[config.mk]
export PLATFORM = sky130hd
export DESIGN_NAME = clk_freq_select
export DESIGN_NICKNAME = d
export VERILOG_FILES = /design/src/rtl/fsel_pkg.sv /design/src/rtl/fsel_strap_latch.sv /design/src/rtl/fsel_pair_reg.sv /design/src/rtl/fsel_ctrl.sv /design/src/rtl/clk_freq_select.sv
export SDC_FILE = /design/constraint.sdc
export NUM_CORES = 1
export LEC_CHECK = 0
export BUFFER_PORTS_ARGS = -buffer_cell sky130_fd_sc_hd__buf_2
export CAP_MARGIN = 5
export CELL_PAD_IN_SITES_DETAIL_PLACEMENT = 1
export CELL_PAD_IN_SITES_GLOBAL_PLACEMENT = 2
export CORE_UTILIZATION = 30
export CTS_BUF_LIST = sky130_fd_sc_hd__clkbuf_8
export DETAILED_ROUTE_END_ITERATION = 16
export HOLD_SLACK_MARGIN = 0.15
export PLACE_DENSITY_LB_ADDON = 0.1
export SETUP_SLACK_MARGIN = 0.05
export SLEW_MARGIN = 15
export SYNTH_ARGS = -nofsm -noshare
export SYNTH_HDL_FRONTEND = slang
export SYNTH_SLANG_ARGS = --single-unit
export TNS_END_PERCENT = 10
[constraint.sdc]
create_clock -name clk_i -period 2.38 [get_ports clk_i]
set_clock_uncertainty 0.1 [all_clocks]
set_input_delay 0.119 -clock clk_i [delete_from_list [all_inputs] [get_ports clk_i]]
set_output_delay 0.119 -clock clk_i [all_outputs]
set_load 0.05 [all_outputs]
[src/rtl/fsel_pkg.sv]
package fsel_pkg;
  typedef enum logic [1:0] {
    MODE_HOST  = 2'd0,
    MODE_ENTER = 2'd1,
    MODE_HOLD  = 2'd2,
    MODE_EXIT  = 2'd3
  } fsel_mode_e;
endpackage

[src/rtl/fsel_strap_latch.sv]
module fsel_strap_latch #(
  parameter int CODE_W = 5
) (
  input  logic              clk_i,
  input  logic              rst_ni,
  input  logic              pg_ni,
  input  logic [CODE_W-1:0] fs_i,
  input  logic              mult_i,
  output logic [CODE_W-1:0] fs_o,
  output logic              mult_o,
  output logic              valid_o
);
  logic [CODE_W-1:0] fs_q;
  logic              mult_q, valid_q;

  always_ff @(posedge clk_i or negedge rst_ni) begin
    if (!rst_ni) begin
      fs_q    <= '0;
      mult_q  <= 1'b0;
      valid_q <= 1'b0;
    end else if (!valid_q && !pg_ni) begin
      fs_q    <= fs_i;
      mult_q  <= mult_i;
      valid_q <= 1'b1;
    end
  end

  assign fs_o    = fs_q;
  assign mult_o  = mult_q;
  assign valid_o = valid_q;

  AST_STRAP_FROZEN: assert property (@(posedge clk_i) disable iff (!rst_ni)
    valid_q && $past(valid_q) |-> $stable(fs_q) && $stable(mult_q));
endmodule

[src/rtl/fsel_pair_reg.sv]
module fsel_pair_reg #(
  parameter int N_W = 8,
  parameter int M_W = 7
) (
  input  logic           clk_i,
  input  logic           rst_ni,
  input  logic           wr_n_i,
  input  logic           wr_m_i,
  input  logic [N_W-1:0] n_i,
  input  logic [M_W-1:0] m_i,
  output logic [N_W-1:0] n_o,
  output logic [M_W-1:0] m_o,
  output logic           acc_o
);
  localparam int CW = N_W + 1;

  logic [N_W-1:0] n_q;
  logic [M_W-1:0] m_q;
  logic [CW-1:0]  n_in_x, m_in_x, n_q_x, m_q_x;

  assign n_in_x = CW'(n_i);
  assign m_in_x = CW'(m_i);
  assign n_q_x  = CW'(n_q);
  assign m_q_x  = CW'(m_q);
  // (N+3) > (M+3) reduces to N > M
  assign acc_o  = (wr_n_i || wr_m_i) && (n_in_x > m_in_x);

  always_ff @(posedge clk_i or negedge rst_ni) begin
    if (!rst_ni) begin
      n_q <= '0;
      m_q <= '0;
    end else if (acc_o) begin
      n_q <= n_i;
      m_q <= m_i;
    end
  end

  assign n_o = n_q;
  assign m_o = m_q;

  AST_PAIR_RATIO: assert property (@(posedge clk_i) disable iff (!rst_ni)
    !$stable({n_q, m_q}) |-> n_q_x > m_q_x);
endmodule

[src/rtl/fsel_ctrl.sv]
module fsel_ctrl
  import fsel_pkg::*;
#(
  parameter int CODE_W = 5
) (
  input  logic              clk_i,
  input  logic              rst_ni,
  input  logic [CODE_W-1:0] strap_code_i,
  input  logic [CODE_W-1:0] sw_code_i,
  input  logic              code_ovr_i,
  input  logic              prog_en_i,
  input  logic              prog_acc_i,
  input  logic              rcv_acc_i,
  input  logic              rcv_sel_i,
  input  logic              wd_en_i,
  input  logic              rcv_req_i,
  output logic [CODE_W-1:0] code_o,
  output logic              use_nm_o,
  output logic              lock_o,
  output logic              load_o,
  output logic              chg_o
);
  fsel_mode_e        mode;
  logic [CODE_W-1:0] host_code, code_q, code_nx;
  logic              use_q, use_nx, lock_q, lock_nx, load_q, load_nx, chg_q;

  assign host_code = code_ovr_i ? sw_code_i : strap_code_i;

  always_comb begin
    if (!lock_q) mode = (wd_en_i && rcv_req_i) ? MODE_ENTER : MODE_HOST;
    else         mode = wd_en_i ? MODE_HOLD : MODE_EXIT;
  end

  always_comb begin
    code_nx = code_q;
    use_nx  = use_q;
    lock_nx = lock_q;
    load_nx = 1'b0;
    unique case (mode)
      MODE_HOST, MODE_EXIT: begin
        code_nx = host_code;
        use_nx  = prog_en_i;
        lock_nx = 1'b0;
        load_nx = (mode == MODE_EXIT) || (code_nx != code_q) ||
                  (use_nx != use_q) || (prog_en_i && prog_acc_i);
      end
      MODE_ENTER: begin
        code_nx = rcv_sel_i ? host_code : strap_code_i;
        use_nx  = rcv_sel_i;
        lock_nx = 1'b1;
        load_nx = 1'b1;
      end
      default: begin
        load_nx = use_q && rcv_acc_i;
      end
    endcase
  end

  always_ff @(posedge clk_i or negedge rst_ni) begin
    if (!rst_ni) begin
      code_q <= '0;
      use_q  <= 1'b0;
      lock_q <= 1'b0;
      load_q <= 1'b0;
      chg_q  <= 1'b0;
    end else begin
      code_q <= code_nx;
      use_q  <= use_nx;
      lock_q <= lock_nx;
      load_q <= load_nx;
      chg_q  <= load_q;
    end
  end

  assign code_o   = code_q;
  assign use_nm_o = use_q;
  assign lock_o   = lock_q;
  assign load_o   = load_q;
  assign chg_o    = chg_q;

  AST_LOCK_FREEZE: assert property (@(posedge clk_i) disable iff (!rst_ni)
    lock_q && $past(lock_q) |-> $stable(code_q) && $stable(use_q));
  AST_WD_RELEASE: assert property (@(posedge clk_i) disable iff (!rst_ni)
    !wd_en_i |=> !lock_q);
  AST_ENTER_LOAD: assert property (@(posedge clk_i) disable iff (!rst_ni)
    !lock_q && wd_en_i && rcv_req_i |=> lock_q && load_q);
endmodule

[src/rtl/clk_freq_select.sv]
module clk_freq_select #(
  parameter int CODE_W = 5,
  parameter int N_W    = 8,
  parameter int M_W    = 7,
  parameter int MULT_W = 2
) (
  input  logic              clk_i,
  input  logic              rst_ni,
  input  logic              pwr_good_ni,
  input  logic [CODE_W-1:0] strap_fs_i,
  input  logic              strap_mult_i,
  input  logic [CODE_W-1:0] sw_code_i,
  input  logic              code_ovr_i,
  input  logic              prog_en_i,
  input  logic [N_W-1:0]    prog_n_i,
  input  logic [M_W-1:0]    prog_m_i,
  input  logic              prog_n_wr_i,
  input  logic              prog_m_wr_i,
  input  logic              rcv_sel_i,
  input  logic [N_W-1:0]    rcv_n_i,
  input  logic [M_W-1:0]    rcv_m_i,
  input  logic              rcv_n_wr_i,
  input  logic              rcv_m_wr_i,
  input  logic              wd_en_i,
  input  logic              rcv_req_i,
  input  logic              mult_ovr_i,
  input  logic [MULT_W-1:0] sw_mult_i,
  output logic [CODE_W-1:0] code_o,
  output logic              use_nm_o,
  output logic [N_W-1:0]    n_o,
  output logic [M_W-1:0]    m_o,
  output logic [MULT_W-1:0] mult_o,
  output logic              strap_valid_o,
  output logic              rcv_lock_o,
  output logic              load_o,
  output logic              freq_chg_o
);
  logic [CODE_W-1:0] strap_code;
  logic              strap_mult;
  logic [N_W-1:0]    p_n, r_n;
  logic [M_W-1:0]    p_m, r_m;
  logic              p_acc, r_acc, lock;

  fsel_strap_latch #(.CODE_W(CODE_W)) u_strap (
    .clk_i, .rst_ni, .pg_ni(pwr_good_ni), .fs_i(strap_fs_i), .mult_i(strap_mult_i),
    .fs_o(strap_code), .mult_o(strap_mult), .valid_o(strap_valid_o)
  );

  fsel_pair_reg #(.N_W(N_W), .M_W(M_W)) u_prog_pair (
    .clk_i, .rst_ni, .wr_n_i(prog_n_wr_i), .wr_m_i(prog_m_wr_i),
    .n_i(prog_n_i), .m_i(prog_m_i), .n_o(p_n), .m_o(p_m), .acc_o(p_acc)
  );

  fsel_pair_reg #(.N_W(N_W), .M_W(M_W)) u_rcv_pair (
    .clk_i, .rst_ni, .wr_n_i(rcv_n_wr_i), .wr_m_i(rcv_m_wr_i),
    .n_i(rcv_n_i), .m_i(rcv_m_i), .n_o(r_n), .m_o(r_m), .acc_o(r_acc)
  );

  fsel_ctrl #(.CODE_W(CODE_W)) u_ctrl (
    .clk_i, .rst_ni, .strap_code_i(strap_code), .sw_code_i, .code_ovr_i,
    .prog_en_i, .prog_acc_i(p_acc), .rcv_acc_i(r_acc), .rcv_sel_i, .wd_en_i,
    .rcv_req_i, .code_o, .use_nm_o, .lock_o(lock), .load_o, .chg_o(freq_chg_o)
  );

  assign rcv_lock_o = lock;
  assign n_o        = lock ? r_n : p_n;
  assign m_o        = lock ? r_m : p_m;
  // strap 0 -> 4x (00), strap 1 -> 6x (10)
  assign mult_o     = mult_ovr_i ? sw_mult_i : {strap_mult, {(MULT_W-1){1'b0}}};
endmodule

**Yosys cells after proc, flatten, opt, wreduce, memory -nomap -nowiden**

Index checks and enable logic that the tools add are counted.

- $lt $le $gt $ge: 2
- Equality and inequality tests: 4
- Mux-type cells: 12
- Reductions and logical operators: 16

Operators by type and width:

| operator | number |
|---|---|
| 8-bit by 7-bit > comparator with 1-bit output | 2 |
| 5-bit 2-to-1 mux | 2 |
| 5-bit case mux with 2 select lines | 1 |
| 8-bit 2-to-1 mux | 1 |
| 7-bit 2-to-1 mux | 1 |
| 1-bit logical AND | 6 |
| 1-bit case mux with 2 select lines | 3 |
| 1-bit logical OR | 5 |
| 5-bit != test | 1 |
| 2-bit 2-to-1 mux | 2 |
| 2-bit by 1-bit equality test with 1-bit output, second input constant | 1 |
| 2-bit equality test, second input constant | 1 |
| 1-bit zero test | 2 |
| 2-bit zero test | 1 |
| 1-bit 2-to-1 mux | 2 |
| 2-bit nonzero test | 1 |
| 2-bit OR reduction | 1 |
| 1-bit != test | 1 |

- Register bits: 46
- Input bits: 56
- Output and inout port bits: 27
- Logic and storage cells: 46

**Longest topological paths before layout**

- Depth in word-level cells: 8
- Depth in mapped cells: 10
- Depth with buffers taken out: 8

**Cells and area by module**

From an unflattened synthesis, not the netlist that was laid out.

- Cells, all modules: 208
- Area total of the unflattened synthesis: 2,706.3 um^2

Modules (own cells, without submodules):

| module | instances | cells an instance | area each (um^2) | seq. area each (um^2) |
|---|---|---|---|---|
| fsel_pair_reg | 2 | 59 | 822.0 | 375.4 |
| fsel_ctrl | 1 | 56 | 545.5 | 225.2 |
| fsel_strap_latch | 1 | 15 | 261.5 | 175.2 |
| clk_freq_select | 1 | 19 | 255.2 | 0.0 |

**Least setup slack after synthesis**

OpenSTA, ideal clock, no wires.

- Path type: flip-flop to flip-flop
- Start: register u_ctrl.lock_q (netlist: u_ctrl.lock_o)
- End: register u_ctrl.load_q (netlist: u_ctrl.load_o)
- Setup time: 0.135 ns
- Arrival time: 2.508 ns
- Required time: 2.145 ns
- Slack: -0.363 ns
- Cell stages (with the launch flop): 11
- Buffers on the path: 2
- Cells stage by stage: dfrtp_1 > clkbuf_1 > buf_1 > inv_1 > nand3_1 > o21ai_0 > ha_1 > nor3_1 > nand4_1 > a2111oi_2 > nor4_2

- Word-level cells in the longest chain between the ends: 6
- Elaborated cells on any way between the ends: 9

Ends and longest elaborated chain:

| what | RTL line | source |
|---|---|---|
| from (decl) | fsel_ctrl.sv:25 | `logic use_q, use_nx, lock_q, lock_nx, load_q, load_nx, chg_q;` |
| from (signal assigned) | fsel_ctrl.sv:69 | `lock_q <= lock_nx;` |
| 2-bit 2-to-1 mux (*) | fsel_ctrl.sv:30 | `if (!lock_q) mode = (wd_en_i && rcv_req_i) ? MODE_ENTER : MODE_HOST;` |
| 2-bit equality test | fsel_ctrl.sv:39, fsel_ctrl.sv:44 |  |
| 1-bit logical OR (2 in series) | fsel_ctrl.sv:44 | `load_nx = (mode == MODE_EXIT) \|\| (code_nx != code_q) \|\|` |
| 1-bit logical OR | fsel_ctrl.sv:45 | `(use_nx != use_q) \|\| (prog_en_i && prog_acc_i);` |
| 1-bit case mux with 2 select lines (*) | fsel_ctrl.sv:39 | `unique case (mode)` |
| net u_ctrl.load_nx | fsel_ctrl.sv:25 |  |
| to (signal assigned) | fsel_ctrl.sv:70 | `load_q <= load_nx;` |
| to (decl) | fsel_ctrl.sv:25 |  |

Mark *: on every way through the listed nets, which the timed path passes. The rest lies on a longest branch.
A chain may end at the register's enable or synchronous reset.

**Final worst setup path**

- Start: input prog_m_i[1]
- End: register u_prog_pair.m_q[0] (netlist: u_prog_pair.m_o[0])

- Word-level cells in the longest chain between the ends: 2

Ends and longest elaborated chain:

| what | RTL line | source |
|---|---|---|
| from (decl) | clk_freq_select.sv:16 | `input logic [M_W-1:0] prog_m_i,` |
| 8-bit by 7-bit > comparator with 1-bit output | fsel_pair_reg.sv:26 | `assign acc_o = (wr_n_i \|\| wr_m_i) && (n_in_x > m_in_x);` |
| 1-bit logical AND | fsel_pair_reg.sv:26 |  |
| to (signal assigned) | fsel_pair_reg.sv:34 | `m_q <= m_i;` |
| to (decl) | fsel_pair_reg.sv:18 | `logic [M_W-1:0] m_q;` |

Every way passes these cells.

==> metrics.csv <==
metric;value;unit
Peak Freq;0.446;GHz
routed vias/inst;4.53;
critical path cell sequence;dlygate4sd3_1 -> buf_2 -> inv_1 -> ha_1 -> and2_0 -> and4_2 -> a311oi_4 -> buf_12 -> mux2_2;
Post-Layout Inst Area;3650;um^2
Ports;83;
Core Region;7890;um^2
first drt pass iteration count;4;
Cells after Synth;201;
die height;93.3;um
most common cell after layout, fill and taps aside;buf_2;
TNS Setup;0;ns
RSZ-0062 raised after global routing;true;
Worst-Margin Slew;0.590;ns
worst reg2reg setup slack;0.42;ns
Root Buffer;clkbuf_8;
gr usage total;16.8;%
FF-to-FF path depth;7;
Num CTS Buffers;5;
pin count of the biggest net entering global routing;23;
max_cap viols;0;
fin nets;408;
clock buffer depth;2;
standard-cell row count;32;
Setup crit start;prog_m_i[1];
status;completed;
CP Launch Type;input port;
vias in the first global route;2118;
Critical Path RT;2.47;ns
CP max stage cell;dlygate4sd3_1;
Largest stage delay, worst path;0.52;ns
sequential-to-total area share from yosys stat;46.0;%
final setup vio count;0;
Port-buffer cells;82;
crit-path max FO;13;
top cell type's share of synthesized area;46.0;%
critical setup path kind;input port to flip-flop;
Peak VDD IR;0.294;mV
synth top area cells;dfrtp_1 (46%), mux2_2 (23%), ha_1 (7.5%);
syn nets;272;
first-pass GRT wire length;11000;um
final setup margin;0.136;ns
gp weighted congestion;0.720;
Avg Synthesized Cell Area;12.4;um^2
Vias;1991;
YS warnings;0;
synthesis-to-layout area growth;45.9;%
Die W;93.3;um
ys async rst share;100;%
Distinct cells, synth;37;
Synth Flop Type;dfrtp_1;
worst reg2reg path endpoint;u_ctrl.load_o$_DFF_PN0_;
Synth area leader;dfrtp_1;
clock sink count;46;
Worst Setup End Kind;flip-flop;
CP top delay family;buffers and inverters;
WL/cell;15.2;um
n_diodes;0;
fin crit share;94.3;%
CP arrival;2.33;ns
Clk pin slew, worst setup/hold paths;0.09;ns
Slew Limit Headroom;60.5;%
final hold violations;0;
DRC;0;
Post-Syn Area;2500;um^2
initial antenna violation count;0;
fin util;46.3;%
DP Worst Slack;0.172;ns
grt total ovfl;0;
Routed Antenna Nets;0;
DP Area;3070;um^2
DR iter-0 viols;36;
hold crit path type;input port to asynchronous set/reset pin;
Yosys reg bits;46;
worst r2r src;u_ctrl.lock_o$_DFFE_PN0N_;
post-layout min period;2.24;ns
Slew Viols, Final;0;
Post-Route WL;6680;um
most frequent cells in the layout;buf_2 (82), mux2_2 (52), dlygate4sd3_1 (46);
Initial Util;31.7;%
Lkg Pwr;1.74;nW
total power;3.18;mW
Buf/Inv on CP;4;
CTS tree;built;
EDFF count, synth;0;
# H-tree levels;2;
Worst-Skew Late Latency;0.30;ns
Cell Pwr Density;871;nW/um^2
die area;8700;um^2
share of cells above drive strength 1;46.4;%
DPL Wire Length;4890;um
## logic make-up (layout without fill, tap and decap cells)
kind of cell	after synthesis	after routing	share of synthesized area, %
multiplexers	62	62	27.4
flip-flops	46	46	46.0
AND/OR/NAND/NOR	32	32	7.01
buffers and inverters	21	158	3.50
AO/OA/AOI/OAI	19	19	6.41
adder cells (fa/ha/maj)	15	15	7.51
XOR/XNOR	6	6	2.10
## cell usage after synthesis, types with 3 or more instances
master,count
xor2_1,4
mux2_2,52
nand2b_1,3
nor2_1,11
dfrtp_1,46
mux2i_1,10
nand2_1,4
a21oi_1,6
inv_1,15
ha_1,15
## tightest hold or removal path, cell delays in order
cell           delay [ns]
dlygate4sd3_1        0.52
buf_2                0.15
buf_4                0.23
## worst max-delay path by stage
| stage | to | slack, ns | depth (start not counted) |
|---|---|---|---|
| CTS | u_ctrl.load_o$_DFF_PN0_ | 0.12 | 9 |
| global placement | u_ctrl.load_o$_DFF_PN0_ | 0.21 | 8 |
| floorplan | u_ctrl.load_o$_DFF_PN0_ | 0.07 | 10 |
| detailed placement | u_ctrl.load_o$_DFF_PN0_ | 0.17 | 8 |
| finish | u_prog_pair.m_o[0]$_DFFE_PN0N_ | 0.14 | 9 |
| global route | u_ctrl.load_o$_DFF_PN0_ | 0.04 | 10 |
## per-layer routing
layer  vias to the layer above  part of all wire, %  wire [um]  global-route usage, %
met3                         7                  3.7        244                   3.17
met1                       948                   50       3350                   24.0
met2                        52                   45       2990                   25.3
met4                         0                  1.5         97                   5.90
met5                         -                    0          0                      0
li1                        984                    -          -                      -
## state kept, by name, indices dropped and copies added (netlist names)
name,cells
u_prog_pair.n_o,8
u_rcv_pair.n_o,8
u_prog_pair.m_o,7
u_rcv_pair.m_o,7
u_ctrl.code_o,5
u_strap.fs_o,5
u_ctrl.chg_o,1
u_ctrl.load_o,1
u_ctrl.lock_o,1
u_ctrl.use_nm_o,1
u_strap.mult_o,1
u_strap.valid_o,1
## what timing repair did
| item | 4_1_cts | 5_1_grt |
|---|---|---|
| endpoints found under the hold margin | 89 | 0 |
| resized for setup | 0 | 1 |
| hold buffers | 46 | 0 |
| buffers inserted | 0 | 0 |
| setup endpoints to repair | 0 | 10 |
## area by class of cell
type                            count  area, um^2
Fill cell                         887        4240
Clock buffer                        8         110
Sequential cell                    46        1150
Tap cell                          102         128
Timing Repair Buffer              135         936
Multi-Input combinational cell    134        1270
Inverter                           15        56.3
## power by group
group,internal (mW),switching [mW],total (mW)
logic,0.549,1.02,1.57
registers,0.943,0.108,1.05
clock network,0.294,0.266,0.559
total,1.79,1.39,3.18
## metrics by stage
step / hold slack [ns] / cells
3_5_place_dp: -0.0672 / 386
3_3_place_gp: -0.0706 / 386
4_1_cts: 0.268 / 440
6_report: 0.259 / 440
2_1_floorplan: -0.277 / 201
5_1_grt: 0.285 / 440
No activity file was read; power rests on OpenSTA's default activity.
